===== src/rtl/gpio_edge_pkg.sv =====
// gpio_edge_pkg
// Holds the register offsets, the per-pin trigger code values and the
// update operations for the set/clear registers of the edge-triggered GPIO
// bank. Assumes a byte-addressed map with one 32-bit word per register.
package gpio_edge_pkg;

    localparam int ADDR_W        = 8;
    localparam int DATA_W        = 32;
    localparam int PINS_PER_TRIG = 8;

    localparam logic [ADDR_W-1:0] OFS_IDENT    = 8'h00;
    localparam logic [ADDR_W-1:0] OFS_PEND     = 8'h04;
    localparam logic [ADDR_W-1:0] OFS_IRQ_EN   = 8'h08;
    localparam logic [ADDR_W-1:0] OFS_IRQ_SET  = 8'h0C;
    localparam logic [ADDR_W-1:0] OFS_IRQ_CLR  = 8'h10;
    localparam logic [ADDR_W-1:0] OFS_WAKE_EN  = 8'h14;
    localparam logic [ADDR_W-1:0] OFS_WAKE_SET = 8'h18;
    localparam logic [ADDR_W-1:0] OFS_WAKE_CLR = 8'h1C;
    localparam logic [ADDR_W-1:0] OFS_PIN_IN   = 8'h20;
    localparam logic [ADDR_W-1:0] OFS_DOUT     = 8'h24;
    localparam logic [ADDR_W-1:0] OFS_DOUT_SET = 8'h28;
    localparam logic [ADDR_W-1:0] OFS_DOUT_CLR = 8'h2C;
    localparam logic [ADDR_W-1:0] OFS_DIR      = 8'h30;
    localparam logic [ADDR_W-1:0] OFS_TRIG0    = 8'h34;

    // Trigger code of one pin
    typedef enum logic [1:0] {
        TRIG_NONE = 2'b00,
        TRIG_FALL = 2'b01,
        TRIG_RISE = 2'b10,
        TRIG_BOTH = 2'b11
    } trig_code_e;

    // Update operation applied to a set/clear register
    typedef enum logic [1:0] {
        UPD_HOLD = 2'b00,
        UPD_LOAD = 2'b01,
        UPD_SET  = 2'b10,
        UPD_CLR  = 2'b11
    } upd_op_e;

    // Byte offset of trigger word w
    function automatic logic [ADDR_W-1:0] trig_ofs(input int w);
        return OFS_TRIG0 + ADDR_W'(4 * w);
    endfunction

endpackage


===== src/rtl/gpio_in_sync.sv =====
// gpio_in_sync
// Brings the asynchronous pin levels into the clock domain through a chain
// of STAGES flops, then keeps one further copy so that the edge detector can
// compare the current level with the level one cycle earlier.
// Assumes STAGES >= 2.
module gpio_in_sync #(
    parameter int WIDTH  = 16,
    parameter int STAGES = 2
) (
    input  logic             clk,
    input  logic             rst_n,
    input  logic [WIDTH-1:0] raw,
    output logic [WIDTH-1:0] level,
    output logic [WIDTH-1:0] level_prev
);

    logic [STAGES-1:0][WIDTH-1:0] chain_q;
    logic [WIDTH-1:0]             prev_q;

    // Shift the raw levels through the synchronizer chain
    always_ff @(posedge clk) begin
        if (!rst_n) begin
            chain_q <= '0;
        end else begin
            chain_q[0] <= raw;
            for (int s = 1; s < STAGES; s++) begin
                chain_q[s] <= chain_q[s-1];
            end
        end
    end

    // Keep the previous synchronized level for edge comparison
    always_ff @(posedge clk) begin
        if (!rst_n) prev_q <= '0;
        else        prev_q <= chain_q[STAGES-1];
    end

    assign level      = chain_q[STAGES-1];
    assign level_prev = prev_q;

endmodule


===== src/rtl/gpio_edge_detect.sv =====
// gpio_edge_detect
// Purely combinational. For each pin it compares the current level with the
// previous one and flags an event when the transition matches that pin's
// 2-bit trigger code (none, falling, rising, both).
// Assumes that level and level_prev come from the same synchronized sampling.
module gpio_edge_detect
    import gpio_edge_pkg::*;
#(
    parameter int NUM_PINS = 16
) (
    input  logic [NUM_PINS-1:0]   level,
    input  logic [NUM_PINS-1:0]   level_prev,
    input  logic [2*NUM_PINS-1:0] trig_codes,
    output logic [NUM_PINS-1:0]   evt
);

    generate
        for (genvar p = 0; p < NUM_PINS; p++) begin : g_pin
            trig_code_e code;
            logic       rose;
            logic       fell;

            assign code = trig_code_e'(trig_codes[2*p +: 2]);
            assign rose = level[p] & ~level_prev[p];
            assign fell = ~level[p] & level_prev[p];

            // Select which transitions count for this pin
            always_comb begin
                case (code)
                    TRIG_FALL: evt[p] = fell;
                    TRIG_RISE: evt[p] = rose;
                    TRIG_BOTH: evt[p] = rose | fell;
                    default:   evt[p] = 1'b0;
                endcase
            end
        end
    endgenerate

endmodule


===== src/rtl/gpio_setclr_reg.sv =====
// gpio_setclr_reg
// A one-bit-per-pin register that software can load whole or change by
// set or clear masks, so that it never needs a read-modify-write.
// Assumes at most one operation per cycle, as chosen by the address decoder.
module gpio_setclr_reg
    import gpio_edge_pkg::*;
#(
    parameter int               WIDTH   = 16,
    parameter logic [WIDTH-1:0] RST_VAL = '0
) (
    input  logic             clk,
    input  logic             rst_n,
    input  upd_op_e          op,
    input  logic [WIDTH-1:0] wdata,
    output logic [WIDTH-1:0] q
);

    // Apply load, set-mask or clear-mask updates
    always_ff @(posedge clk) begin
        if (!rst_n) begin
            q <= RST_VAL;
        end else begin
            case (op)
                UPD_LOAD: q <= wdata;
                UPD_SET:  q <= q | wdata;
                UPD_CLR:  q <= q & ~wdata;
                default:  q <= q;
            endcase
        end
    end

endmodule


===== src/rtl/gpio_edge_bank.sv =====
// gpio_edge_bank
// Top of the edge-triggered GPIO bank. It decodes register writes, holds the
// trigger words and the sticky pending register, muxes the read data, and
// forms the bank interrupt and the wake-up request.
// Assumes NUM_PINS is a multiple of PINS_PER_TRIG and no larger than 32, and
// a single-cycle write strobe with reads returned combinationally.
module gpio_edge_bank
    import gpio_edge_pkg::*;
#(
    parameter int         NUM_PINS    = 16,
    parameter int         SYNC_STAGES = 2,
    parameter logic [3:0] REV_MAJOR   = 4'h2,
    parameter logic [3:0] REV_MINOR   = 4'h1
) (
    input  logic                clk,
    input  logic                rst_n,
    input  logic [ADDR_W-1:0]   bus_addr,
    input  logic                bus_wr,
    input  logic [DATA_W-1:0]   bus_wdata,
    output logic [DATA_W-1:0]   bus_rdata,
    input  logic [NUM_PINS-1:0] pin_in,
    output logic [NUM_PINS-1:0] pin_out,
    output logic [NUM_PINS-1:0] pin_oe,
    output logic                bank_irq,
    output logic                wake_req
);

    localparam int TRIG_WORDS = NUM_PINS / PINS_PER_TRIG;

    upd_op_e                           irq_op, wake_op, dout_op, dir_op;
    logic [NUM_PINS-1:0]               pend_clr;
    logic [NUM_PINS-1:0]               irq_en_q, wake_en_q, dout_q, dir_q;
    logic [NUM_PINS-1:0]               pend_q;
    logic [NUM_PINS-1:0]               pin_level, pin_level_prev, edge_evt;
    logic [TRIG_WORDS-1:0][DATA_W-1:0] trig_q;
    logic [2*NUM_PINS-1:0]             trig_codes;

    // Decode a write into per-register operations and the clear mask
    always_comb begin
        irq_op   = UPD_HOLD;
        wake_op  = UPD_HOLD;
        dout_op  = UPD_HOLD;
        dir_op   = UPD_HOLD;
        pend_clr = '0;
        if (bus_wr) begin
            case (bus_addr)
                OFS_PEND:     pend_clr = bus_wdata[NUM_PINS-1:0];
                OFS_IRQ_EN:   irq_op   = UPD_LOAD;
                OFS_IRQ_SET:  irq_op   = UPD_SET;
                OFS_IRQ_CLR:  irq_op   = UPD_CLR;
                OFS_WAKE_EN:  wake_op  = UPD_LOAD;
                OFS_WAKE_SET: wake_op  = UPD_SET;
                OFS_WAKE_CLR: wake_op  = UPD_CLR;
                OFS_DOUT:     dout_op  = UPD_LOAD;
                OFS_DOUT_SET: dout_op  = UPD_SET;
                OFS_DOUT_CLR: dout_op  = UPD_CLR;
                OFS_DIR:      dir_op   = UPD_LOAD;
                default: ;
            endcase
        end
    end

    gpio_setclr_reg #(.WIDTH(NUM_PINS), .RST_VAL('0)) irq_en_i (
        .clk(clk), .rst_n(rst_n), .op(irq_op),
        .wdata(bus_wdata[NUM_PINS-1:0]), .q(irq_en_q)
    );

    gpio_setclr_reg #(.WIDTH(NUM_PINS), .RST_VAL('0)) wake_en_i (
        .clk(clk), .rst_n(rst_n), .op(wake_op),
        .wdata(bus_wdata[NUM_PINS-1:0]), .q(wake_en_q)
    );

    gpio_setclr_reg #(.WIDTH(NUM_PINS), .RST_VAL('0)) dout_i (
        .clk(clk), .rst_n(rst_n), .op(dout_op),
        .wdata(bus_wdata[NUM_PINS-1:0]), .q(dout_q)
    );

    gpio_setclr_reg #(.WIDTH(NUM_PINS), .RST_VAL('1)) dir_i (
        .clk(clk), .rst_n(rst_n), .op(dir_op),
        .wdata(bus_wdata[NUM_PINS-1:0]), .q(dir_q)
    );

    // Store the trigger words written by software
    always_ff @(posedge clk) begin
        if (!rst_n) begin
            trig_q <= '0;
        end else begin
            for (int w = 0; w < TRIG_WORDS; w++) begin
                if (bus_wr && bus_addr == trig_ofs(w)) trig_q[w] <= bus_wdata;
            end
        end
    end

    // Gather each pin's 2-bit code from the low half of its trigger word
    always_comb begin
        for (int p = 0; p < NUM_PINS; p++) begin
            trig_codes[2*p +: 2] =
                trig_q[p / PINS_PER_TRIG][2*(p % PINS_PER_TRIG) +: 2];
        end
    end

    gpio_in_sync #(.WIDTH(NUM_PINS), .STAGES(SYNC_STAGES)) sync_i (
        .clk(clk), .rst_n(rst_n), .raw(pin_in),
        .level(pin_level), .level_prev(pin_level_prev)
    );

    gpio_edge_detect #(.NUM_PINS(NUM_PINS)) detect_i (
        .level(pin_level), .level_prev(pin_level_prev),
        .trig_codes(trig_codes), .evt(edge_evt)
    );

    // Sticky pending bits: a new edge outranks a same-cycle clear
    always_ff @(posedge clk) begin
        if (!rst_n) pend_q <= '0;
        else        pend_q <= (pend_q & ~pend_clr) | edge_evt;
    end

    // Return the addressed register, zero-extended
    always_comb begin
        bus_rdata = '0;
        case (bus_addr)
            OFS_IDENT:   bus_rdata[7:0]          = {REV_MAJOR, REV_MINOR};
            OFS_PEND:    bus_rdata[NUM_PINS-1:0] = pend_q;
            OFS_IRQ_EN:  bus_rdata[NUM_PINS-1:0] = irq_en_q;
            OFS_WAKE_EN: bus_rdata[NUM_PINS-1:0] = wake_en_q;
            OFS_PIN_IN:  bus_rdata[NUM_PINS-1:0] = pin_level;
            OFS_DOUT:    bus_rdata[NUM_PINS-1:0] = dout_q;
            OFS_DIR:     bus_rdata[NUM_PINS-1:0] = dir_q;
            default: begin
                for (int w = 0; w < TRIG_WORDS; w++) begin
                    if (bus_addr == trig_ofs(w)) bus_rdata = trig_q[w];
                end
            end
        endcase
    end

    assign pin_out  = dout_q;
    assign pin_oe   = ~dir_q;
    assign bank_irq = |(pend_q & irq_en_q);
    assign wake_req = |(pend_q & wake_en_q);

endmodule


===== config.mk =====
export PLATFORM = sky130hd
export DESIGN_NAME = gpio_edge_bank
export DESIGN_NICKNAME = d
export VERILOG_FILES = /design/src/rtl/gpio_edge_pkg.sv /design/src/rtl/gpio_in_sync.sv /design/src/rtl/gpio_edge_detect.sv /design/src/rtl/gpio_setclr_reg.sv /design/src/rtl/gpio_edge_bank.sv
export SDC_FILE = /design/constraint.sdc
export NUM_CORES = 1
export LEC_CHECK = 0
export BUFFER_PORTS_ARGS = -buffer_cell sky130_fd_sc_hd__buf_2
export CORE_MARGIN = 4
export CORE_UTILIZATION = 35
export DETAILED_ROUTE_END_ITERATION = 10
export PLACE_DENSITY = 0.63
export RECOVER_POWER = 100
export SLEW_MARGIN = 10
export SYNTH_ARGS = -nofsm -noshare
export SYNTH_HDL_FRONTEND = slang
export SYNTH_HIERARCHICAL = 1
export SYNTH_SLANG_ARGS = --single-unit

===== constraint.sdc =====
create_clock -name clk -period 3.1 [get_ports clk]
set_clock_uncertainty 0.2 [all_clocks]
set_input_delay 0 -clock clk [delete_from_list [all_inputs] [get_ports clk]]
set_output_delay 0 -clock clk [all_outputs]
set_load 0.01 [all_outputs]

======== Word level (Yosys, flattened, before mapping) ========
Cells that the tools add are included.
W data, S select, Z words.
storage, ports and cells
  bits in registers ....................... 192
  output and inout bits ................... 66
  word-level logic and storage cells ...... 224
cells by class
  equality and inequality tests ........... 74
  mux-type cells .......................... 35
  bitwise operators ....................... 95
  reductions and logical operators ........ 10
operators with widths
  kind                  count
  $pmux W16 S3          4
  $and A16 B16 Y16      7
  $pmux W8 S7           2
  $or A16 B16 Y16       5
  $eq A2 B2 Y1 const B  38
  $mux W32              2
  $eq A8 B6 Y1 const B  7
  $mux W16              3
  $not A16 Y16          3
  $pmux W1 S3           16
  $eq A2 B1 Y1 const B  19
  $and A1 B1 Y1         32
  $eq A8 B5 Y1 const B  4
  $not A1 Y1            32
  $reduce_or A16 Y1     2
  $pmux W2 S3           3
  $eq A8 B4 Y1 const B  2
  $or A1 B1 Y1          16
  $reduce_bool A3 Y1    4
  $eq A8 B3 Y1 const B  1
  $logic_not A8 Y1      1
  $reduce_or A7 Y1      1
  $mux W2               3
  $eq A1 B2 Y1 const B  2
  other kinds (3)       5

======== Depth between registers and ports, before layout ========
Gate-level depths: netlist of the first run.
  depth in word-level cells ............... 6
  depth in mapped cells ................... 9
  mapped depth without buffers ............ 7

======== Hierarchy ========
Netlist of the first run, hierarchy kept.
modules (own cells, without submodules)
  module                         times used  cells each  area an instance (µm²)  seq. area each (µm²)
  gpio_edge_bank                 1           533         4628.2                  1601.5
  gpio_setclr_reg at dout_i ...  3           72          701.9                   320.3
  gpio_in_sync                   1           117         1451.4                  960.9
  gpio_edge_detect               1           142         928.4                   0.0
  gpio_setclr_reg at dir_i       1           89          819.5                   320.3

======== Worst setup path after synthesis of the first run ========
OpenSTA, ideal clock, no wires.
  path kind ............................... input-to-reg
  start point ............................. input bus_addr[4]
  end point ............................... register irq_en_i.q[0]
  setup time .............................. 0.115 ns
  arrival time ............................ 2.140 ns
  required time ........................... 2.785 ns
  setup slack ............................. 0.645 ns
  stages .................................. 9
  cells stage by stage .................... clkbuf_1 > nor4_2 > clkbuf_1 > mux2i_1 > nor3_1 > xor2_2 > buf_6 > and3_1 > a31o_1
between the ends
  longest elaborated chain between the ends .. 5
  elaborated cells between the ends (all ways) .. 10
  those cells by class .................... eq/ne (6); mux (3); reduce/logical (1)
RTL lines
  item                                                       RTL line               RTL
  start, declared                                            gpio_edge_bank.sv:17   input logic [ADDR_W-1:0] bus_addr,
  $eq A8 B5 Y1 / $eq A8 B4 Y1 (equally long branches)        gpio_edge_bank.sv:46   case (bus_addr)
  $pmux W2 S3 *                                              gpio_edge_bank.sv:46
  $mux W2 *                                                  gpio_edge_bank.sv:45   if (bus_wr) begin
  net irq_op[0]                                              gpio_edge_bank.sv:30   upd_op_e irq_op, wake_op, dout_op, dir_op;
  $eq A2 B2 Y1 / $eq A2 B1 Y1 (equally long branches)        gpio_setclr_reg.sv:23  case (op)
  $pmux W16 S3 / $reduce_bool A3 Y1 (equally long branches)  --
  end signal, assigned                                       gpio_setclr_reg.sv:24  UPD_LOAD: q <= wdata;
  end signal, assigned                                       gpio_setclr_reg.sv:25  UPD_SET: q <= q | wdata;
  end signal, assigned                                       gpio_setclr_reg.sv:26  UPD_CLR: q <= q & ~wdata;
  end, declared                                              gpio_setclr_reg.sv:15  output logic [WIDTH-1:0] q
The timed path passes the listed nets; every way through them passes the cells marked *.
A chain may end at the register's enable or synchronous reset.

======== Worst setup path after layout of the first run ========
  start point ............................. input bus_addr[2]
  end point ............................... output bus_rdata[9]
between the ends
  longest elaborated chain between the ends .. 4
  elaborated cells between the ends (all ways) .. 12
  those cells by class .................... eq/ne (8); mux (3); reduce/logical (1)
RTL lines
  item                   RTL line               RTL
  $eq A8 B6 Y1           gpio_edge_bank.sv:131  if (bus_addr == trig_ofs(w)) bus_rdata = trig_q[w];
  $mux W32 (2 in a row)  gpio_edge_bank.sv:131
  $pmux W8 S7 *          gpio_edge_bank.sv:121  case (bus_addr)
  end, declared          gpio_edge_bank.sv:20   output logic [DATA_W-1:0] bus_rdata,
Every way passes the cells marked *; elsewhere a longest branch is shown, timed or not.

==> results of run 1 <==
## worst reg2reg max path, delay by kind of cell (launching register included)
family / cells / cell delay (ns)
AOI/OAI and AO/OA: 3 / 0.37
adders and majority gates: 1 / 0.29
buffers and inverters: 1 / 0.09
DFF: 1 / 0.53
and+or+nand+nor: 1 / 0.04
## metal layers
metal  track usage  vias up  part of all wire
met1         0.276     4223              0.45
met5             0        -                 0
met2         0.317      326              0.46
li1              -     4155                 -
met4        0.0748        0             0.033
met3        0.0338       60             0.065
## where the power goes
part	internal, mW	switching, mW
clock	1.17	1.06
sequential	2.49	0.0242
combinational	0.156	0.224
total	3.82	1.31
## registers in the layout, summed over array words and instances, names as in the netlist
name               cells
trig_codes            32
trig_q                32
dir_i/q               16
dout_i/q              16
irq_en_i/q            16
pend_q                16
sync_i/chain_q        16
sync_i/level          16
sync_i/level_prev     16
wake_en_i/q           16
## cell type report
type,instances,share of cell area
inverters,69,0.0222
well taps,378,0.0405
clock buffers,18,0.0376
multi-input cells,750,0.450
repair buffers,202,0.107
flip-flops and latches,192,0.329
clock inverters,13,0.0129
## kinds of logic after synthesis
kind of cell,Yosys count,synth area share
multiplexers,51,0.0514
flip-flops,192,0.387
other,1,0.000378
AO/OA/AOI/OAI,326,0.234
buffers and inverters,159,0.0836
adder cells (fa/ha/maj),32,0.0403
AND/OR/NAND/NOR,317,0.184
XOR/XNOR,19,0.0190
## cell usage in the layout, fill, tap and decap left out, types with 15 or more instances in the layout
| cell type | n |
|---|---|
| o22ai_1 | 15 |
| a22o_1 | 30 |
| clkbuf_16 | 17 |
| ha_1 | 32 |
| dfxtp_1 | 192 |
| and3_1 | 56 |
| o21a_1 | 16 |
| and2_1 | 20 |
| a31o_1 | 48 |
| nand3_1 | 39 |
| nor2_1 | 20 |
| a22oi_1 | 32 |
| nor2b_1 | 64 |
| inv_1 | 66 |
| and2_2 | 21 |
| xnor2_1 | 16 |
| buf_2 | 57 |
| dlygate4sd3_1 | 55 |
| a21boi_0 | 46 |
| mux2i_1 | 51 |
| clkbuf_1 | 73 |
| nand2_1 | 61 |
| o21ai_1 | 28 |
| o21ai_0 | 68 |
| a32oi_1 | 15 |
## worst paths after layout
kind / to / slack, ns / depth (start not counted)
min: trig_codes[25]$_SDFFE_PN0P_ / 0.04 / 4
min reg2reg: sync_i/level[9]$_SDFF_PN0_ / 0.24 / 1
max: bus_rdata[9] / 0.45 / 7
max reg2reg: pend_q[2]$_SDFF_PN0_ / 1.46 / 6
## what timing repair did
action | 4_1_cts | 5_1_grt
hold buffers | 55 | 0
setup buffers | 0 | 0
endpoints found under the setup margin | 0 | 0
hold endpoints to repair | 174 | 0
==> results.md, run 1 <==
- First-pass GRT wire length: 48700 um
- Power Density: 439 nW/um2
- Worst skew pair latency: 0.44 ns
- Vias in the first global route: 8243
- Synth unique cells: 54
- Share of the synthesized area in the top cell type: 0.387
- Max Freq: 377 MHz
- Area growth syn-to-layout: 17.4%
- Post-route ant nets: 0
- Final hold slack: 0.0380 ns
- Tot Pwr: between 5 and 6 mW
- Critical path class: input pin to output port
- LEAKAGE: 4.90 nW
- Design area: 11700 um2
- Mapped Avg Cell Area: 9.05 um2
- RSZ-0062 raised after global routing: no
- Via/cell ratio: 5.40
- Yosys top cell by area: dfxtp_1
- HPWL after DPL: 22000 um
- Die Area: between 30000 and 40000 um2
- RePlAce Congestion: 0.967
- First drt pass iteration count: 5
- CP max stage delay: 0.74 ns
- Worst setup startpoint: bus_addr[2]
- CTS Buf Count: 17
- Crit-path max FO: 16
- Post-cts repair resize count: 0
- Final routed DRC violation total: 0
- R2R Path Start: sync_i/level[2]$_SDFF_PN0_
- Share of the yosys chip area belonging to registers: 0.387
- Number of antenna violations at the first check in global routing: 1
- Non-filler cells in the finished layout: roughly 1600
- H-tree depth: 4
- Most used cell along the critical path: clkbuf_1
- Fraction of layout cells with a size suffix above 1: 0.114
- Buffers on Ports: 124
- Worst path cell trace: clkbuf_1 -> nor4b_4 -> clkbuf_1 -> a22oi_1 -> o22ai_1 -> a311o_1 -> buf_2
- Initial Util: 0.357
- Final period utilization: 0.855
- Synth Warn #: 6
- Mapped cell area: between 9000 and 10000 um2
- Placed cell areas: 10700 um2
- Clock sinks: 192
- CP bufs+invs: 3
- EDFF count, synth: 0
- Peak supply drop: 336 uV
- Buffer levels on the longest clock path: 2
- Die W: 176 um
- Cells after Synth: 1097
- Area contributors post-synth: dfxtp_1 39%, mux2i_1 5.1%, a31o_1 4.2%
- Commonest cells post-synth: 192 x dfxtp_1, 68 x o21ai_0, 66 x inv_1
- DP Cell Count: 1536
- Min-delay worst type: input pin to flip-flop
- FF/Latch Area: between 3000 and 4000 um2
- Max-Cap Viols: 1
- Critical-path top delay cell: clkbuf_1
- CP delay by family, top: buffers and inverters
- Failing checks: capacitance limit, slew limit
- Most numerous cell in the Yosys netlist: dfxtp_1
- Place WS: 0.745 ns
- Reg clk slew, reported paths: ~0.070 ns
- Worst Slack Setup Final: about 0.45 ns
- Status: complete, but fails checks
- Worst-Margin Slew: 1.56 ns
- Rel. slew slack: -0.0377
- Crit path required time: 2.90 ns
- Initial drt markers: between 800 and 900
- Final Hold Fails: 0
- Type of origin of the critical path: input pin
- Final wirelength: 31800 um
- Min cycle time layout: 2.65 ns
- CTS tree: yes
- Layout Utilization: 0.419
- WP data arrival: 2.45 ns
- Area of the multi-input gates: between 5000 and 6000 um2
- Ys flop type: dfxtp_1
- Setup TNS: 0 ns
- Largest net degree at the start of global routing: between 100 and 150
- Overflow after GRT: 0
- Antenna Cells: 0
- Core Rows: between 60 and 70
- Fillers: 2817
- Via count: 8764
- Layout Nets: approximately 1300
- Synth async-reset ratio: 0
- Clk root buf: clkbuf_16
- #FFs+latches synth: 192
- Total GRT Usage: 0.201
- DR WL/cell: 19.6 um
- Die H: ~180 um
- Fin. max-slew vios: 43
- Hold Crit Start: bus_wr
- Core area: 27900 um2
- Setup crit end kind: output port
- Setup violations, final: 0
- Number of I/O pins: 125
Power figures use the tool's default switching activity.
==> inputs of run 2 (changes only) <==
--- a/config.mk
+++ b/config.mk
@@ -14,5 +14,4 @@
 export SLEW_MARGIN = 10
 export SYNTH_ARGS = -nofsm -noshare
 export SYNTH_HDL_FRONTEND = slang
-export SYNTH_HIERARCHICAL = 1
 export SYNTH_SLANG_ARGS = --single-unit
==> run 2 against run 1 <==
Compared with the run above: the flow now finishes without violations; worst setup slack worse by 0.060 ns; non-clock buffer count down 2; utilization is 1.2 points higher; combinational power shrank 10%; area after synthesis shrank 5.5%; synthesized cell count shrank 7.0%; critical path type unchanged; sequential power is essentially flat; sequential cell count did not move; total power fell by 0.47%; worst hold slack better by 0.056 ns; highest routed layer unchanged.
==> results.md, run 2 <==
- Status: completed
- CP max stage delay: 0.76 ns
- RePlAce Congestion: 0.889
- Total GRT Usage: 0.191
- H-tree depth: 4
- Post-Synth XOR/XNOR Area: 0.000933
- Worst-Margin Slew: 1.20 ns
- Vias in the first global route: 7490
- Layer with the highest usage: met2
- Final routed DRC violation total: 0
- WP data arrival: 2.51 ns
- Yosys top cell by area: dfxtp_1
- Commonest non-fill, non-tap cell in the layout: dfxtp_1
- Synth Warn #: 0
- Min-delay worst type: input pin to flip-flop
- CP delay by family, top: simple AND/OR/NAND/NOR gates
- Mapped Avg Cell Area: 9.20 um2
- Via/cell ratio: about 5.3
- Largest family of logic cells by synthesized area: compound AO/OA/AOI/OAI gates
- Syn Nets: 1111
- Final wirelength: 28700 um
- Power Density: 452 nW/um2
- Synth unique cells: 56
- EDFF count, synth: 0
- Die H: approximately 170 um
- Reg clk slew, reported paths: 0.07 ns
- Layout Utilization: 0.431
- Area growth syn-to-layout: 20.2%
- CTS Buf Count: 17
- Min cycle time layout: 2.71 ns
- Placed cell areas: 10200 um2
- Met3 GRT Util: 0.0471
- Initial drt markers: 811
- Buffer levels on the longest clock path: 2
- Area of the multi-input gates: between 4000 and 5000 um2
- Setup crit end kind: output port
- HPWL after DPL: ~20000 um
- First drt pass iteration count: 5
- Buffers on Ports: 124
- Setup violations, final: 0
- LEAKAGE: 4.74 nW
- Worst path cell trace: buf_2 -> buf_4 -> and2_2 -> nand2_1 -> nor2_2 -> a22o_1 -> clkbuf_1
- Initial Util: 0.358
- Post-Synth Simple-Gate Area: 0.162
- Number of antenna violations at the first check in global routing: 0
- Critical path class: input pin to output port
- #FFs+latches synth: 192
- Clock sinks: 192
- DR WL/cell: between 15 and 20 um
- Share of the synthesized area in the top cell type: 0.410
- Die W: around 170 um
- CTS tree: yes
- Final Hold Fails: 0
- RSZ-0062 raised after global routing: no
- Post-route ant nets: 0
- Commonest non-fill, non-tap cells in the layout: 192 x dfxtp_1, 97 x mux2i_1, 78 x inv_1, 70 x nand2_1, 67 x nor2b_1
- Rel. slew slack: 0.197
- Via count: 8005
- Commonest cells post-synth: 192 x dfxtp_1, 97 x mux2i_1, 78 x inv_1
- Area contributors post-synth: dfxtp_1 41%, mux2i_1 10%, nor2b_1 4.5%
- Crit path required time: 2.90 ns
- FF/Latch Area: 3840 um2
- Peak supply drop: 257 uV
- Core area: 26200 um2
- Mapped cell area: 9390 um2
- Met1 global-route usage: 0.272
- Mux share of post-synthesis cell area: 0.112
- CP bufs+invs: 3
- Fraction of layout cells with a size suffix above 1: 0.106
- Non-filler cells in the finished layout: 1508
- Most numerous cell in the Yosys netlist: dfxtp_1
- First-pass GRT wire length: 43700 um
- DP Cell Count: 1412
- Design area: 11300 um2
- Layout Nets: 1251
- Ys flop type: dfxtp_1
- Max-Cap Viols: 0
- Core Rows: 59
- Clk root buf: clkbuf_16
- Worst skew pair latency: roughly 0.44 ns
- Cells after Synth: 1020
- Overflow after GRT: 0
- Final period utilization: 0.874
- Type of origin of the critical path: input pin
- Crit-path max FO: 29
- Setup TNS: 0 ns
- Largest net degree at the start of global routing: 125
- Fin. max-slew vios: 0
- Share of the yosys chip area belonging to registers: 0.410
- Max Freq: 369 MHz
- GR Layer Usage met2: 0.290
- Compound-cell area share of the yosys netlist: 0.202
- Tot Pwr: 5.10 mW
- Die Area: 29500 um2
- Critical-path top delay cell: nor2_2
- Adder-Cell Fraction of Synth Area: 0.0427
- Number of I/O pins: approximately 130
- Antenna Cells: 0
- Synth async-reset ratio: 0
- Fillers: 2565
run 2: power by group:
group          total (mW)  leakage [nW]  switching (mW)  internal (mW)
registers            2.51          1.56          0.0210           2.49
logic               0.341          2.89           0.187          0.154
clock network        2.24         0.293            1.05           1.19
total                5.10          4.74            1.26           3.84
run 2: kinds of logic (layout without fill, tap and decap cells):
family                   after synthesis  in the layout
multiplexers                         104            104
AND/OR/NAND/NOR                      268            268
XOR/XNOR                               1              1
adder cells (fa/ha/maj)               32             32
flip-flops                           192            192
AO/OA/AOI/OAI                        266            266
buffers and inverters                157            310
run 2: final cells by class:
type                       count  area share
multi-input combinational    671       0.429
sequential                   192       0.341
timing repair buffer         200       0.114
clock buffer                  20      0.0405
tap                          335      0.0371
inverter                      78      0.0259
clock inverter                12      0.0131
run 2: what timing repair did:
| action | 4_1_cts | 5_1_grt |
|---|---|---|
| buffers inserted | 0 | 0 |
| hold buffers | 64 | 0 |
| resized for setup | 0 | 0 |
| hold endpoints to repair | 170 | 0 |
run 2: layer usage:
layer	routed length (um)	part of all wire	vias up
met2	12500	0.44	326
met5	0	0	-
met1	13200	0.46	3814
met3	2450	0.085	30
li1	-	-	3835
met4	498	0.017	0
run 2: path summary, 6_finish.rpt:
| kind | end | start | cells after the start | slack (ns) |
|---|---|---|---|---|
| max | bus_rdata[29] | bus_addr[4] | 7 | 0.39 |
| min | dir_i.q[1]$_SDFFE_PN1P_ | bus_wr | 4 | 0.09 |
| max reg2reg | pend_q[7]$_SDFF_PN0_ | sync_i.level[7]$_SDFF_PN0_ | 5 | 1.54 |
| min reg2reg | sync_i.level[10]$_SDFF_PN0_ | sync_i.chain_q[10]$_SDFF_PN0_ | 1 | 0.23 |
run 2: stage by stage:
stage               setup WS, ns  hold slack (ns)
finish                     0.390           0.0941
global route               0.275           0.0968
CTS                        0.776           0.0766
detailed placement         0.795           0.0103
global placement           0.871           0.0107
floorplan                   1.53          -0.0727
run 2: worst register-to-register path: stages, from the launching register on:
cell,delay [ns]
dfxtp_1,0.48
ha_1,0.29
inv_1,0.06
mux2i_1,0.07
a21oi_1,0.28
o21a_1,0.15
